<file path="config.mk">
export PLATFORM = sky130hd
export DESIGN_NAME = swm_slave
export DESIGN_NICKNAME = d
export VERILOG_FILES = /design/src/rtl/swm_pkg.sv /design/src/rtl/swm_edge.sv /design/src/rtl/swm_mem.sv /design/src/rtl/swm_frame.sv /design/src/rtl/swm_slave.sv
export SDC_FILE = /design/constraint.sdc
export NUM_CORES = 1
export LEC_CHECK = 0
export CORE_ASPECT_RATIO = 1.75
export CORE_MARGIN = 1
export CORE_UTILIZATION = 55
export CTS_CLUSTER_SIZE = 10
export DETAILED_ROUTE_END_ITERATION = 8
export PLACE_DENSITY = 0.73
export SYNTH_ARGS = -nofsm -noshare
export SYNTH_HDL_FRONTEND = slang
export SYNTH_SLANG_ARGS = --single-unit
</file>
<file path="constraint.sdc">
create_clock -name clk -period 3 [get_ports clk]
set_clock_uncertainty 0.1 [all_clocks]
set_input_delay 0.45 -clock clk [delete_from_list [all_inputs] [get_ports clk]]
set_output_delay 0.45 -clock clk [all_outputs]
set_load 0.02 [all_outputs]
</file>
<file path="src/rtl/swm_pkg.sv">
package swm_pkg;
  localparam int OP_W = 2;

  localparam logic [OP_W-1:0] OP_CTRL  = 2'b00;
  localparam logic [OP_W-1:0] OP_WRITE = 2'b01;
  localparam logic [OP_W-1:0] OP_READ  = 2'b10;

  localparam logic [1:0] CTRL_ARM    = 2'b11;
  localparam logic [1:0] CTRL_DISARM = 2'b00;

  typedef enum logic [2:0] {
    ST_IDLE,
    ST_HDR,
    ST_RD,
    ST_WR,
    ST_DONE
  } frame_state_t;
endpackage

</file>
<file path="src/rtl/swm_edge.sv">
module swm_edge #(
  parameter int SYNC_DEPTH = 2
) (
  input  logic clk,
  input  logic rst,
  input  logic sck,
  input  logic cs,
  input  logic sdi,
  output logic cs_q,
  output logic sdi_q,
  output logic sck_rise,
  output logic sck_fall
);
  localparam int LAST = SYNC_DEPTH - 1;

  logic [SYNC_DEPTH-1:0] sck_p, cs_p, sdi_p;
  logic                  sck_prev;

  generate
    if (SYNC_DEPTH == 1) begin : g_single
      always_ff @(posedge clk) begin
        if (rst) begin
          sck_p <= '0;
          cs_p  <= '0;
          sdi_p <= '0;
        end else begin
          sck_p <= sck;
          cs_p  <= cs;
          sdi_p <= sdi;
        end
      end
    end else begin : g_chain
      always_ff @(posedge clk) begin
        if (rst) begin
          sck_p <= '0;
          cs_p  <= '0;
          sdi_p <= '0;
        end else begin
          sck_p <= {sck_p[SYNC_DEPTH-2:0], sck};
          cs_p  <= {cs_p[SYNC_DEPTH-2:0], cs};
          sdi_p <= {sdi_p[SYNC_DEPTH-2:0], sdi};
        end
      end
    end
  endgenerate

  always_ff @(posedge clk) begin
    if (rst) sck_prev <= 1'b0;
    else     sck_prev <= sck_p[LAST];
  end

  assign cs_q     = cs_p[LAST];
  assign sdi_q    = sdi_p[LAST];
  assign sck_rise = cs_p[LAST] & sck_p[LAST] & ~sck_prev;
  assign sck_fall = cs_p[LAST] & ~sck_p[LAST] & sck_prev;
endmodule

</file>
<file path="src/rtl/swm_mem.sv">
module swm_mem #(
  parameter int ADDR_W = 6,
  parameter int DATA_W = 16
) (
  input  logic              clk,
  input  logic              we,
  input  logic [ADDR_W-1:0] addr,
  input  logic [DATA_W-1:0] wdata,
  output logic [DATA_W-1:0] rdata
);
  localparam int DEPTH = 1 << ADDR_W;

  logic [DATA_W-1:0] store [DEPTH];

  always_ff @(posedge clk) begin
    if (we) store[addr] <= wdata;
    rdata <= store[addr];
  end
endmodule

</file>
<file path="src/rtl/swm_frame.sv">
module swm_frame
  import swm_pkg::*;
#(
  parameter int ADDR_W = 6,
  parameter int DATA_W = 16
) (
  input  logic              clk,
  input  logic              rst,
  input  logic              cs_q,
  input  logic              sdi_q,
  input  logic              sck_rise,
  input  logic              sck_fall,
  input  logic [DATA_W-1:0] mem_rdata,
  output logic              mem_we,
  output logic [ADDR_W-1:0] mem_addr,
  output logic [DATA_W-1:0] mem_wdata,
  output logic              wel,
  output logic              sdo
);
  localparam int HDR_W   = OP_W + ADDR_W;
  localparam int CNT_MAX = (HDR_W > DATA_W + 2) ? HDR_W : DATA_W + 2;
  localparam int CNT_W   = $clog2(CNT_MAX + 1);

  frame_state_t      state;
  logic [HDR_W-2:0]  hdr_sh;
  logic [DATA_W-1:0] sh;
  logic [CNT_W-1:0]  cnt;

  logic [HDR_W-1:0]  hdr_full;
  logic [OP_W-1:0]   op;
  logic [ADDR_W-1:0] field;
  logic [DATA_W-1:0] wr_full;

  assign hdr_full = {hdr_sh, sdi_q};
  assign op       = hdr_full[HDR_W-1 -: OP_W];
  assign field    = hdr_full[ADDR_W-1:0];
  assign wr_full  = {sh[DATA_W-2:0], sdi_q};

  always_ff @(posedge clk) begin
    if (rst) begin
      state     <= ST_IDLE;
      hdr_sh    <= '0;
      sh        <= '0;
      cnt       <= '0;
      mem_we    <= 1'b0;
      mem_addr  <= '0;
      mem_wdata <= '0;
      wel       <= 1'b0;
      sdo       <= 1'b0;
    end else begin
      mem_we <= 1'b0;
      if (!cs_q) begin
        state <= ST_IDLE;
        cnt   <= '0;
        sdo   <= 1'b0;
      end else begin
        case (state)
          ST_IDLE: begin
            if (sck_rise && sdi_q) begin
              state <= ST_HDR;
              cnt   <= '0;
            end
          end
          ST_HDR: begin
            if (sck_rise) begin
              hdr_sh <= hdr_full[HDR_W-2:0];
              cnt    <= cnt + 1'b1;
              if (cnt == CNT_W'(HDR_W - 1)) begin
                cnt      <= '0;
                mem_addr <= field;
                case (op)
                  OP_READ:  state <= ST_RD;
                  OP_WRITE: state <= ST_WR;
                  OP_CTRL: begin
                    if (field[ADDR_W-1 -: 2] == CTRL_ARM)         wel <= 1'b1;
                    else if (field[ADDR_W-1 -: 2] == CTRL_DISARM) wel <= 1'b0;
                    state <= ST_DONE;
                  end
                  default: state <= ST_DONE;
                endcase
              end
            end
          end
          ST_RD: begin
            if (sck_fall) begin
              if (cnt == '0) begin
                sdo <= 1'b0;
                sh  <= mem_rdata;
                cnt <= CNT_W'(1);
              end else if (cnt <= CNT_W'(DATA_W)) begin
                sdo <= sh[DATA_W-1];
                sh  <= {sh[DATA_W-2:0], 1'b0};
                cnt <= cnt + 1'b1;
              end else begin
                sdo   <= 1'b0;
                state <= ST_DONE;
              end
            end
          end
          ST_WR: begin
            if (sck_rise) begin
              sh  <= wr_full;
              cnt <= cnt + 1'b1;
              if (cnt == CNT_W'(DATA_W - 1)) begin
                mem_wdata <= wr_full;
                mem_we    <= wel;
                state     <= ST_DONE;
              end
            end
          end
          default: sdo <= 1'b0;
        endcase
      end
    end
  end
endmodule

</file>
<file path="src/rtl/swm_slave.sv">
module swm_slave #(
  parameter int ADDR_W     = 6,
  parameter int DATA_W     = 16,
  parameter int SYNC_DEPTH = 2
) (
  input  logic clk,
  input  logic rst,
  input  logic sck,
  input  logic cs,
  input  logic sdi,
  output logic sdo
);
  logic              cs_q, sdi_q, sck_rise, sck_fall;
  logic              mem_we, wel;
  logic [ADDR_W-1:0] mem_addr;
  logic [DATA_W-1:0] mem_wdata, mem_rdata;

  swm_edge #(.SYNC_DEPTH(SYNC_DEPTH)) u_edge (
    .clk(clk), .rst(rst), .sck(sck), .cs(cs), .sdi(sdi),
    .cs_q(cs_q), .sdi_q(sdi_q), .sck_rise(sck_rise), .sck_fall(sck_fall)
  );

  swm_frame #(.ADDR_W(ADDR_W), .DATA_W(DATA_W)) u_frame (
    .clk(clk), .rst(rst), .cs_q(cs_q), .sdi_q(sdi_q),
    .sck_rise(sck_rise), .sck_fall(sck_fall), .mem_rdata(mem_rdata),
    .mem_we(mem_we), .mem_addr(mem_addr), .mem_wdata(mem_wdata),
    .wel(wel), .sdo(sdo)
  );

  swm_mem #(.ADDR_W(ADDR_W), .DATA_W(DATA_W)) u_mem (
    .clk(clk), .we(mem_we), .addr(mem_addr), .wdata(mem_wdata), .rdata(mem_rdata)
  );
endmodule

</file>
==> metrics <==
outcome=completed; PortBufs=5; Layout Cells excl Fill=roughly 3700; fin. max-slew vios=0; syn_nets=roughly 2500; Placed Cells=between 3000 and 4000; worst-path cell chain=buf_6 -> buf_4 -> mux2_2 -> a22oi_1 -> o22ai_1 -> o21ai_0 -> nand4bb_1; post_cts resized=0; Cells after Synth=2495; slowest CP cell=dfxtp_4; cts bufs inserted=120; vias in the first global route=24942; Post-Route WL=approximately 110000 microns; part of the Yosys area used for sequential elements=75.1%; fin util=a little under two thirds; synth cell count leaders=edfxtp_1, mux2i_1, nor2_1, nand2_1, a221oi_1; Routed WL per cell=just over 30 microns; Die W=roughly 210 microns; mapped cell area=43000 sq um; delay of the slowest critical-path stage=around 670 ps; Max Cap Violations=0; postcts setup bufs=0; Final nets=2700; post-place setup slack=51.8 ps; first drt pass iteration count=6; Top delay family on crit path=compound AO/OA/AOI/OAI gates; synth top area cells=edfxtp_1, mux2i_1, dfxtp_1, mux4_2, a221oi_1; initial antenna violation count=1; count leader, synth=edfxtp_1; H-tree levels=3; power per cell area=599 nW/um^2; Clock Sink Count=1103; critical setup path kind=reg -> reg; Worst Setup End Kind=register; number of setup violations in the final report=0; num rows=135; FFs w/ async S/R, synth=0%; Synth area leader=edfxtp_1; #FFs+latches synth=between 1000 and 1500; Fillers=around 5300; die area=~79000 sq um; RSZ-0062 raised after global routing=no; vias=~25000; dpl cell area=about 46000 sq um; worst path bufs/invs=2; Post-DRT Antenna Nets=0; WP data required=3470 ps; worst skew pair latency=a little over 700 ps; Placer Congestion=approximately 0.94; total congestion overflow=0; Critical Path Start Type=register; DR vias/cell=around 6.6; IO Count=6; Post-synth top flop=edfxtp_1; Hold WC Path Type=in -> reg; area of the multi-input gates=between 9000 and 10000 sq um; top-area cell type share of the netlist area=between 70% and 80%; Iter 0 DRT Violations=2534; first-pass GRT wire length=between 150000 and 200000 microns; CTS Root Cell=clkbuf_16; final hold slack=about 94 ps; worst slew pin tran=~990 ps; fraction of layout cells with a size suffix above 1=19.6%; die height=approximately 370 microns; syn avg cell area=between 15 and 20 sq um; GRT Resource Usage Total=29.1%; Leak=15.6 nW; DRC errors left=0; final worst-path cycle share=between 90% and 100%; Final Critical Period=2840 ps; hold_buf cts=0; Layout area overhead=13.8%; Worst Slack Setup Final=approximately 160 ps; Core Footprint=around 77000 sq um; Worst VDD drop=about 0.48 mV; starting density of the core=a little under three fifths; Critical Path AT=about 3300 ps; largest net degree at the start of global routing=66; Netlist cell types=73; Max Root-Sink Buffers=3; Slew HR=about a third; Hold Fails Final Rpt=0; CTS clk-pin slew, worst paths=around 60 ps; Yosys warning count=0; worst-path fanout max=28; post-DP HPWL=72900 microns; Final Instance Area=between 40000 and 50000 sq um; Total Negative Setup Slacks=0 ps; f_max=between 300 and 400 MHz; CTS tree=yes; Final Total Pwr=29.3 mW; FF+latch area=32400 sq um; EDFF count, synth=a little over 1000
flip-flops by register name, indices dropped and copies added (netlist names):
register and cells:
u_frame.sdo 1, u_frame.sh 16, u_frame.mem_we 1, u_edge.sdi_p 2
u_edge.cs_p 2, u_frame.cnt 5, u_frame.mem_wdata 16, u_mem.store 1024
u_frame.hdr_sh 7, u_frame.wel 1, u_edge.sck_p 2, u_mem.rdata 16
u_edge.sck_prev 1, u_frame.state 3, u_frame.mem_addr 6
layout make-up:
class                   instances  share of cell area [%]
clock buffers                 145                    6.36
well taps                    1027                    2.62
multi-input cells            1202                    19.9
inverters                      20                   0.153
clock inverters                 8                   0.230
diodes                          1                 0.00511
flip-flops and latches       1103                    66.0
repair buffers                242                    4.70
worst reg2reg max path: cells and delay by family (launching register included):
family / cells / cell delay, ps
buffers and inverters: 2 / 660
AND/OR/NAND/NOR: 1 / 170
AO/OA/AOI/OAI: 3 / 720
multiplexers: 1 / 370
flip-flops: 1 / 670
worst paths after layout:
| check | slack, ps | from | endpoint | cells past startpoint |
|---|---|---|---|---|
| max | 160 | u_frame.mem_addr[2] | u_mem.rdata[1] | 7 |
| min | 90 | rst | u_edge.sck_p[0] | 2 |
| max reg2reg | 160 | u_frame.mem_addr[2] | u_mem.rdata[1] | 7 |
| min reg2reg | 350 | u_edge.cs_p[0] | u_edge.cs_p[1] | 1 |
cell families (layout without fill, tap and decap cells):
| logic type | after synthesis | in the layout | share of synthesized area [%] |
|---|---|---|---|
| simple gates | 356 | 356 | 4.05 |
| fa+ha+maj | 6 | 6 | 0.174 |
| flops | 1103 | 1103 | 75.1 |
| buf+inv | 190 | 415 | 2.31 |
| mux | 354 | 354 | 9.91 |
| other cells | 0 | 1 | 0 |
| compound gates | 486 | 486 | 8.45 |
metal layers:
metal	wire length (microns)	GRT usage (%)	share of wire, %	vias to the layer above
li1	-	-	-	10407
met1	38700	32.5	34	12559
met2	58600	50.1	51	1297
met3	7710	4.61	6.8	327
met4	8970	21.2	7.9	0
met5	0	0	0	-
power breakdown:
part	switching [mW]	internal, mW
clock	5.49	7.25
combinational	0.0161	0.00921
sequential	0.00379	16.6
cell usage in the layout (no fill, tap or decap), types with 5 or more instances in the layout:
cell type  netlist  layout
a211o_1         13      13
a211oi_1        20      20
a21oi_1         64      64
a221oi_1       103     103
a22o_1          22      22
a22oi_1         95      95
a311oi_1        14      14
a32o_1           7       7
and3_1           9       9
buf_12           0      38
buf_4           23     198
clkbuf_1        49      24
clkbuf_16        0     121
dfxtp_1         79      60
dfxtp_2          0      16
edfxtp_1      1024    1024
ha_1             6       6
inv_1           18      18
mux2_1           6       6
mux2_2          78      78
mux2i_1        219     219
mux4_2          48      48
nand2_1        109     109
nand3_1         21      21
nand3b_1        32      32
nand4_1          9       9
nand4bb_1        8       8
nor2_1         118     116
nor2b_1         17      14
nor3b_1          5       5
o2111ai_1        7       7
o211ai_1        10      10
o21ai_0         31      31
o221ai_1         6       6
o22ai_1         51      51
o2bb2ai_1        9       9
o31ai_1          6       6
o32a_1           7       7
Note: power is estimated with default switching activity, not from simulation.
